===== src/rtl/evt_irq_pkg.sv =====
package evt_irq_pkg;

  localparam int unsigned DATA_W = 16;
  localparam int unsigned ADDR_W = 10;
  localparam int unsigned NUM_SRC = 14;

  localparam logic [ADDR_W-1:0] OFS_ENABLE = 10'h200;
  localparam logic [ADDR_W-1:0] OFS_PEND = 10'h202;
  localparam logic [ADDR_W-1:0] OFS_MASTER = 10'h208;

  typedef enum logic [1:0] {
    RD_NONE = 2'd0,
    RD_ENABLE = 2'd1,
    RD_PEND = 2'd2,
    RD_MASTER = 2'd3
  } rdSel_e;

  typedef struct packed {
    logic wrEnable;
    logic wrPend;
    logic wrMaster;
    rdSel_e rdSel;
  } ctlStrb_t;

endpackage


===== src/rtl/evt_irq_ctl.sv =====
module evt_irq_ctl
  import evt_irq_pkg::*;
#(
  parameter int unsigned AW = ADDR_W,
  parameter logic [AW-1:0] EN_OFS = OFS_ENABLE,
  parameter logic [AW-1:0] PEND_OFS = OFS_PEND,
  parameter logic [AW-1:0] MSTR_OFS = OFS_MASTER
) (
  input  logic clk,
  input  logic rstN,
  input  logic busSel,
  input  logic busWr,
  input  logic [AW-1:0] busAddr,
  output ctlStrb_t strb
);

  logic hitEnable;
  logic hitPend;
  logic hitMaster;
  logic isWrite;
  logic isRead;

  assign hitEnable = (busAddr == EN_OFS);
  assign hitPend = (busAddr == PEND_OFS);
  assign hitMaster = (busAddr == MSTR_OFS);
  assign isWrite = busSel & busWr;
  assign isRead = busSel & ~busWr;

  always_comb begin
    strb = '0;
    strb.rdSel = RD_NONE;
    if (isWrite) begin
      strb.wrEnable = hitEnable;
      strb.wrPend = hitPend;
      strb.wrMaster = hitMaster;
    end
    if (isRead) begin
      if (hitEnable) strb.rdSel = RD_ENABLE;
      else if (hitPend) strb.rdSel = RD_PEND;
      else if (hitMaster) strb.rdSel = RD_MASTER;
    end
  end

  // at most one register written per access, and none when no write
  p_one_write_r10 : assert property (@(posedge clk) disable iff (!rstN)
    $onehot0({strb.wrEnable, strb.wrPend, strb.wrMaster}));

  p_no_wr_on_read_r10 : assert property (@(posedge clk) disable iff (!rstN)
    !busWr |-> !(strb.wrEnable | strb.wrPend | strb.wrMaster));

endmodule


===== src/rtl/evt_irq_regs.sv =====
module evt_irq_regs
  import evt_irq_pkg::*;
#(
  parameter int unsigned DW = DATA_W,
  parameter int unsigned NS = NUM_SRC
) (
  input  logic clk,
  input  logic rstN,
  input  ctlStrb_t strb,
  input  logic [DW-1:0] wdata,
  input  logic [NS-1:0] srcArm,
  input  logic [NS-1:0] srcEvent,
  output logic [DW-1:0] rdata,
  output logic irqOut
);

  localparam int unsigned PAD_W = DW - NS;

  logic [NS-1:0] enableQ;
  logic [NS-1:0] pendQ;
  logic [NS-1:0] pendD;
  logic masterQ;
  logic [NS-1:0] liveEvt;
  logic [NS-1:0] clrMask;
  logic unusedWdHigh;

  assign unusedWdHigh = ^wdata[DW-1:NS];
  assign liveEvt = srcEvent & srcArm;
  assign clrMask = strb.wrPend ? wdata[NS-1:0] : '0;

  // per-source pending cell: an armed event has priority over a clear
  for (genvar g = 0; g < NS; g++) begin : g_pend
    always_comb begin
      if (liveEvt[g]) pendD[g] = 1'b1;
      else if (clrMask[g]) pendD[g] = 1'b0;
      else pendD[g] = pendQ[g];
    end
  end

  always_ff @(posedge clk or negedge rstN) begin
    if (!rstN) begin
      pendQ <= '0;
      enableQ <= '0;
      masterQ <= 1'b0;
    end else begin
      pendQ <= pendD;
      if (strb.wrEnable) enableQ <= wdata[NS-1:0];
      if (strb.wrMaster) masterQ <= wdata[0];
    end
  end

  always_ff @(posedge clk or negedge rstN) begin
    if (!rstN) irqOut <= 1'b0;
    else irqOut <= masterQ & (|(enableQ & pendQ));
  end

  always_comb begin
    unique case (strb.rdSel)
      RD_ENABLE: rdata = {{PAD_W{1'b0}}, enableQ};
      RD_PEND: rdata = {{PAD_W{1'b0}}, pendQ};
      RD_MASTER: rdata = {{(DW-1){1'b0}}, masterQ};
      default: rdata = '0;
    endcase
  end

  // every bit written as 1 with no event that cycle is now clear
  p_clear_hits_r4 : assert property (@(posedge clk) disable iff (!rstN)
    strb.wrPend |=> ((pendQ & $past(clrMask & ~liveEvt)) == '0));

  // a bit that was pending and not cleared stays pending
  p_no_drop_r4 : assert property (@(posedge clk) disable iff (!rstN)
    1'b1 |=> (($past(pendQ & ~clrMask) & ~pendQ) == '0));

  // an armed event always leaves its bit set
  p_set_wins_r5 : assert property (@(posedge clk) disable iff (!rstN)
    (|liveEvt) |=> ((pendQ & $past(liveEvt)) == $past(liveEvt)));

  // nothing sets a bit unless an armed event hit it
  p_no_spurious_r3 : assert property (@(posedge clk) disable iff (!rstN)
    1'b1 |=> ((pendQ & ~$past(pendQ) & ~$past(liveEvt)) == '0));

  // master off means no request one edge later
  p_master_gate_r7 : assert property (@(posedge clk) disable iff (!rstN)
    !masterQ |=> !irqOut);

  // nothing enabled and pending means no request one edge later
  p_idle_low_r6 : assert property (@(posedge clk) disable iff (!rstN)
    ((enableQ & pendQ) == '0) |=> !irqOut);

endmodule


===== src/rtl/evt_irq_ctrl.sv =====
module evt_irq_ctrl
  import evt_irq_pkg::*;
(
  input  logic clk,
  input  logic rstN,
  input  logic busSel,
  input  logic busWr,
  input  logic [ADDR_W-1:0] busAddr,
  input  logic [DATA_W-1:0] busWdata,
  output logic [DATA_W-1:0] busRdata,
  input  logic [NUM_SRC-1:0] srcArm,
  input  logic [NUM_SRC-1:0] srcEvent,
  output logic irqOut
);

  ctlStrb_t strb;

  evt_irq_ctl #(
    .AW(ADDR_W),
    .EN_OFS(OFS_ENABLE),
    .PEND_OFS(OFS_PEND),
    .MSTR_OFS(OFS_MASTER)
  ) u_ctl (
    .clk(clk),
    .rstN(rstN),
    .busSel(busSel),
    .busWr(busWr),
    .busAddr(busAddr),
    .strb(strb)
  );

  evt_irq_regs #(
    .DW(DATA_W),
    .NS(NUM_SRC)
  ) u_regs (
    .clk(clk),
    .rstN(rstN),
    .strb(strb),
    .wdata(busWdata),
    .srcArm(srcArm),
    .srcEvent(srcEvent),
    .rdata(busRdata),
    .irqOut(irqOut)
  );

endmodule


===== config.mk =====
export PLATFORM = sky130hd
export DESIGN_NAME = evt_irq_ctrl
export DESIGN_NICKNAME = d
export VERILOG_FILES = /design/src/rtl/evt_irq_pkg.sv /design/src/rtl/evt_irq_ctl.sv /design/src/rtl/evt_irq_regs.sv /design/src/rtl/evt_irq_ctrl.sv
export SDC_FILE = /design/constraint.sdc
export NUM_CORES = 1
export LEC_CHECK = 0
export ABC_AREA = 1
export BUFFER_PORTS_ARGS = -buffer_cell sky130_fd_sc_hd__buf_4
export CORE_UTILIZATION = 40
export CTS_CLUSTER_SIZE = 10
export DETAILED_ROUTE_END_ITERATION = 10
export GPL_ROUTABILITY_DRIVEN = 0
export MAX_ROUTING_LAYER = met4
export PLACE_DENSITY = 0.75
export RECOVER_POWER = 50
export SYNTH_ARGS = -nofsm -noshare
export SYNTH_HDL_FRONTEND = slang
export SYNTH_HIERARCHICAL = 1
export SYNTH_SLANG_ARGS = --single-unit

===== constraint.sdc =====
create_clock -name clk -period 1.3 [get_ports clk]
set_clock_uncertainty 0.2 [all_clocks]
set_input_delay 0.065 -clock clk [delete_from_list [all_inputs] [get_ports clk]]
set_output_delay 0.065 -clock clk [all_outputs]
set_load 0.01 [all_outputs]

==> flow_metrics.tcl <==
set metrics [dict create \
    slew_headroom_pct 49.47 \
    vias 1975 \
    critPathCaptureType "output pin" \
    synth-xor-area-share_pct 0 \
    antenna_cells 0 \
    synthSimpleGateAreaFrac_pct 23.81 \
    reg2regPathDepth 6 \
    cts_made_buffers 5 \
    power_per_cell_area_mw_per_mm2 686.5 \
    cts_tree "yes" \
    path_class "in2out" \
    nNetsFinal 400 \
    syn_inst 207 \
    mappedNetlistArea_sq_mm 0.001650 \
    internal_power_uw 1690 \
    drv_slew 0 \
    dieArea_sq_mm 0.004386 \
    wirelength_um 6210 \
    hold_depth 6 \
    min_path_type "in2reg" \
    switching_share_pct 22.30 \
    synth_cell_types 19 \
    avgViaCountPerCell 5.051 \
    fin_crit_ps 1685 \
    most-common-layout-cells "buf_4, nand2_1, dlygate4sd3_1" \
    violations "setup timing" \
    ys_ff_latch 30 \
    placementRows 22 \
    ys_seq_area_share_pct 45.49 \
    rsz0062_at_grt "yes" \
    timing.rr.end "u_regs/irqOut$_DFF_PN0_" \
    syn_area_per_cell_sq_um 7.973 \
    die_w_um 66.23 \
    grt_pass1_vias 1951 \
    comb_power_share_pct 15.6 \
    synthMuxAreaShare_pct 0 \
    grt_pass1_wl_um 8638 \
    htreeDepth 2 \
    worst_pin_slew_ps 758.0 \
    drtIter0Drc 165 \
    die_h_um 66.23 \
    core_area_sq_mm 0.003799 \
    wl_met1_um 2384 \
    numPortBuffers 70 \
    gr-usage-all-layers_pct 27.65 \
    synth_compound_area_share_pct 19.18 \
    gr-total-overflow 0 \
    top_layer_used "met4" \
    wl_per_cell_um 15.88 \
    grt_start_max_net_pins 31 \
    synthAdderAreaFrac_pct 0 \
    route.met3.wl_um 359 \
    clock_latency_ps 290 \
    drt_pre_antenna_iters 7 \
    fin_crit_sh_pct 129.6 \
    syn_to_final_growth_pct 91.96 \
    cap_violations 0 \
    ff2ff_setup_slack_ps 60 \
    ioPinCount 75 \
    worst_r2r_startpoint "u_regs/pendQ[7]$_DFFE_PN0P_" \
    routed-wl-met2_um 3332 \
    start_kind "input port" \
    ant_nets 0 \
    hold_path.startpoint "busAddr[2]" \
    setup_viol 42 \
    hold_violations 0 \
    final_common_cell "buf_4" \
    cts_root_buffer "clkbuf_8" \
    crit_fanout 7 \
    cts_sinks 30 \
    antenna_found_initial 0 \
    seq_power_share_pct 43.5 \
    drive_gt1_share_pct 44.31 \
    status "finished, violations left" \
    drc 0 \
    peakVddDrop_v 0.0006091 \
    hold_slack_ps 105.4 \
    cellLeakagePower_uw 0.001544 \
    max_freq_mhz 593.6 \
    synth_top_family_by_area "simple AND/OR/NAND/NOR gates" \
    postLayoutCoreUtil_pct 83.40 \
    yosysWarnings 6 \
    holdPathEnd "u_regs/masterQ$_DFFE_PN0P_" \
    setup_ws_ps -384.6 \
    cp.arrival_ps 1420 \
    start_util_pct 43.45 \
    p_total_uw 2175 \
    required_ps 1030 \
    cts_max_path_buffers 2 \
    pwr-share-clk_pct 40.9 \
    p_sw_uw 485.0 \
    n_fill_cell 223 \
    path_clk_slew_ps 60 \
    dpl.hpwl_um 3119 \
]
## layout make-up
cell class	instances	area, sq um	area share [%]
Multi-Input combinational cell	140	884.6	27.92
Clock buffer	8	110.1	3.476
Sequential cell	30	752.0	23.74
Tap cell	48	60.06	1.896
Timing Repair inverter	1	7.507	0.2370
Inverter	28	130.1	4.107
Timing Repair Buffer	136	1224	38.63
## worst max path at each step
stage,startpoint,slack (ps),endpoint
2_1_floorplan,busAddr[7],-2,busRdata[0]
5_1_grt,busAddr[0],-460,busRdata[12]
3_5_place_dp,busAddr[7],-350,busRdata[4]
4_1_cts,busAddr[7],-310,busRdata[11]
3_3_place_gp,busAddr[7],-320,busRdata[4]
6_report,busAddr[7],-380,busRdata[5]
## stage by stage
| step | cell area, sq um | setup TNS [ps] | std cells | worst slack, ps |
|---|---|---|---|---|
| floorplan | 1724 | -1.974 | 208 | -1.974 |
| global placement | 2360 | -9357 | 330 | -323.3 |
| detailed placement | 2360 | -10220 | 330 | -352.7 |
| CTS | 3045 | -4159 | 384 | -311.1 |
| global route | 3168 | -10730 | 391 | -463.3 |
| finish | 3168 | -8441 | 391 | -384.6 |
## logic make-up after synthesis
logic type,count (synthesis)
simple gates,94
compound gates,44
buf+inv,38
flops,30
other cells,1
## metal layers
| layer | vias to the layer above | track usage (%) |
|---|---|---|
| li1 | 938 | - |
| met1 | 934 | 28.97 |
| met2 | 88 | 50.51 |
| met3 | 15 | 5.345 |
| met4 | 0 | 11.17 |
| met5 | - | - |
## state kept, by name (all words and copies together) (netlist names)
register and cells:
u_regs/enableQ 14, u_regs/pendQ 14, u_regs/irqOut 1, u_regs/masterQ 1
## worst max-delay path: stages
cell and delay, ps:
buf_8 110, inv_12 40, nand2_4 40, nor2_4 180
nand3_4 110, a21boi_4 210, buf_12 150, clkinvlp_4 180
nand3_1 140, o21ai_2 60, buf_4 140
## Yosys cell counts
cell | n | share of area (%)
nor2_1 | 13 | 3.0
inv_1 | 26 | 5.9
buf_6 | 3 | 2.0
o21ai_0 | 19 | 5.8
a21boi_1 | 1 | 0.46
inv_4 | 1 | 0.38
o211ai_2 | 1 | 0.76
nand3_1 | 17 | 5.2
nand2_4 | 1 | 0.68
conb_1 | 1 | 0.23
dfrtp_1 | 30 | 45
o21ai_2 | 9 | 4.8
a22o_1 | 14 | 7.4
buf_2 | 3 | 0.91
inv_2 | 1 | 0.23
nor2_2 | 2 | 0.76
nand2_1 | 60 | 14
buf_4 | 4 | 1.8
nand3_2 | 1 | 0.61
## what timing repair did
action / 4_1_cts / 5_1_grt
resized for setup: 24 / 32
endpoints found under the setup margin: 18 / 43
setup buffers: 3 / 4
pin swaps: 6 / 9
hold buffers: 43 / 0
endpoints found under the hold margin: 59 / 0
cloned: 1 / 3
## power by group through the flow
stage	clock, uW	combinational, uW	sequential, uW
final	890	339	946
after detailed placement	0	212	962
after global placement	0	209	962
after CTS	903	326	945
after floorplan	0	50.0	962
after global routing	945	362	946
No activity file was read; power rests on OpenSTA's default activity.
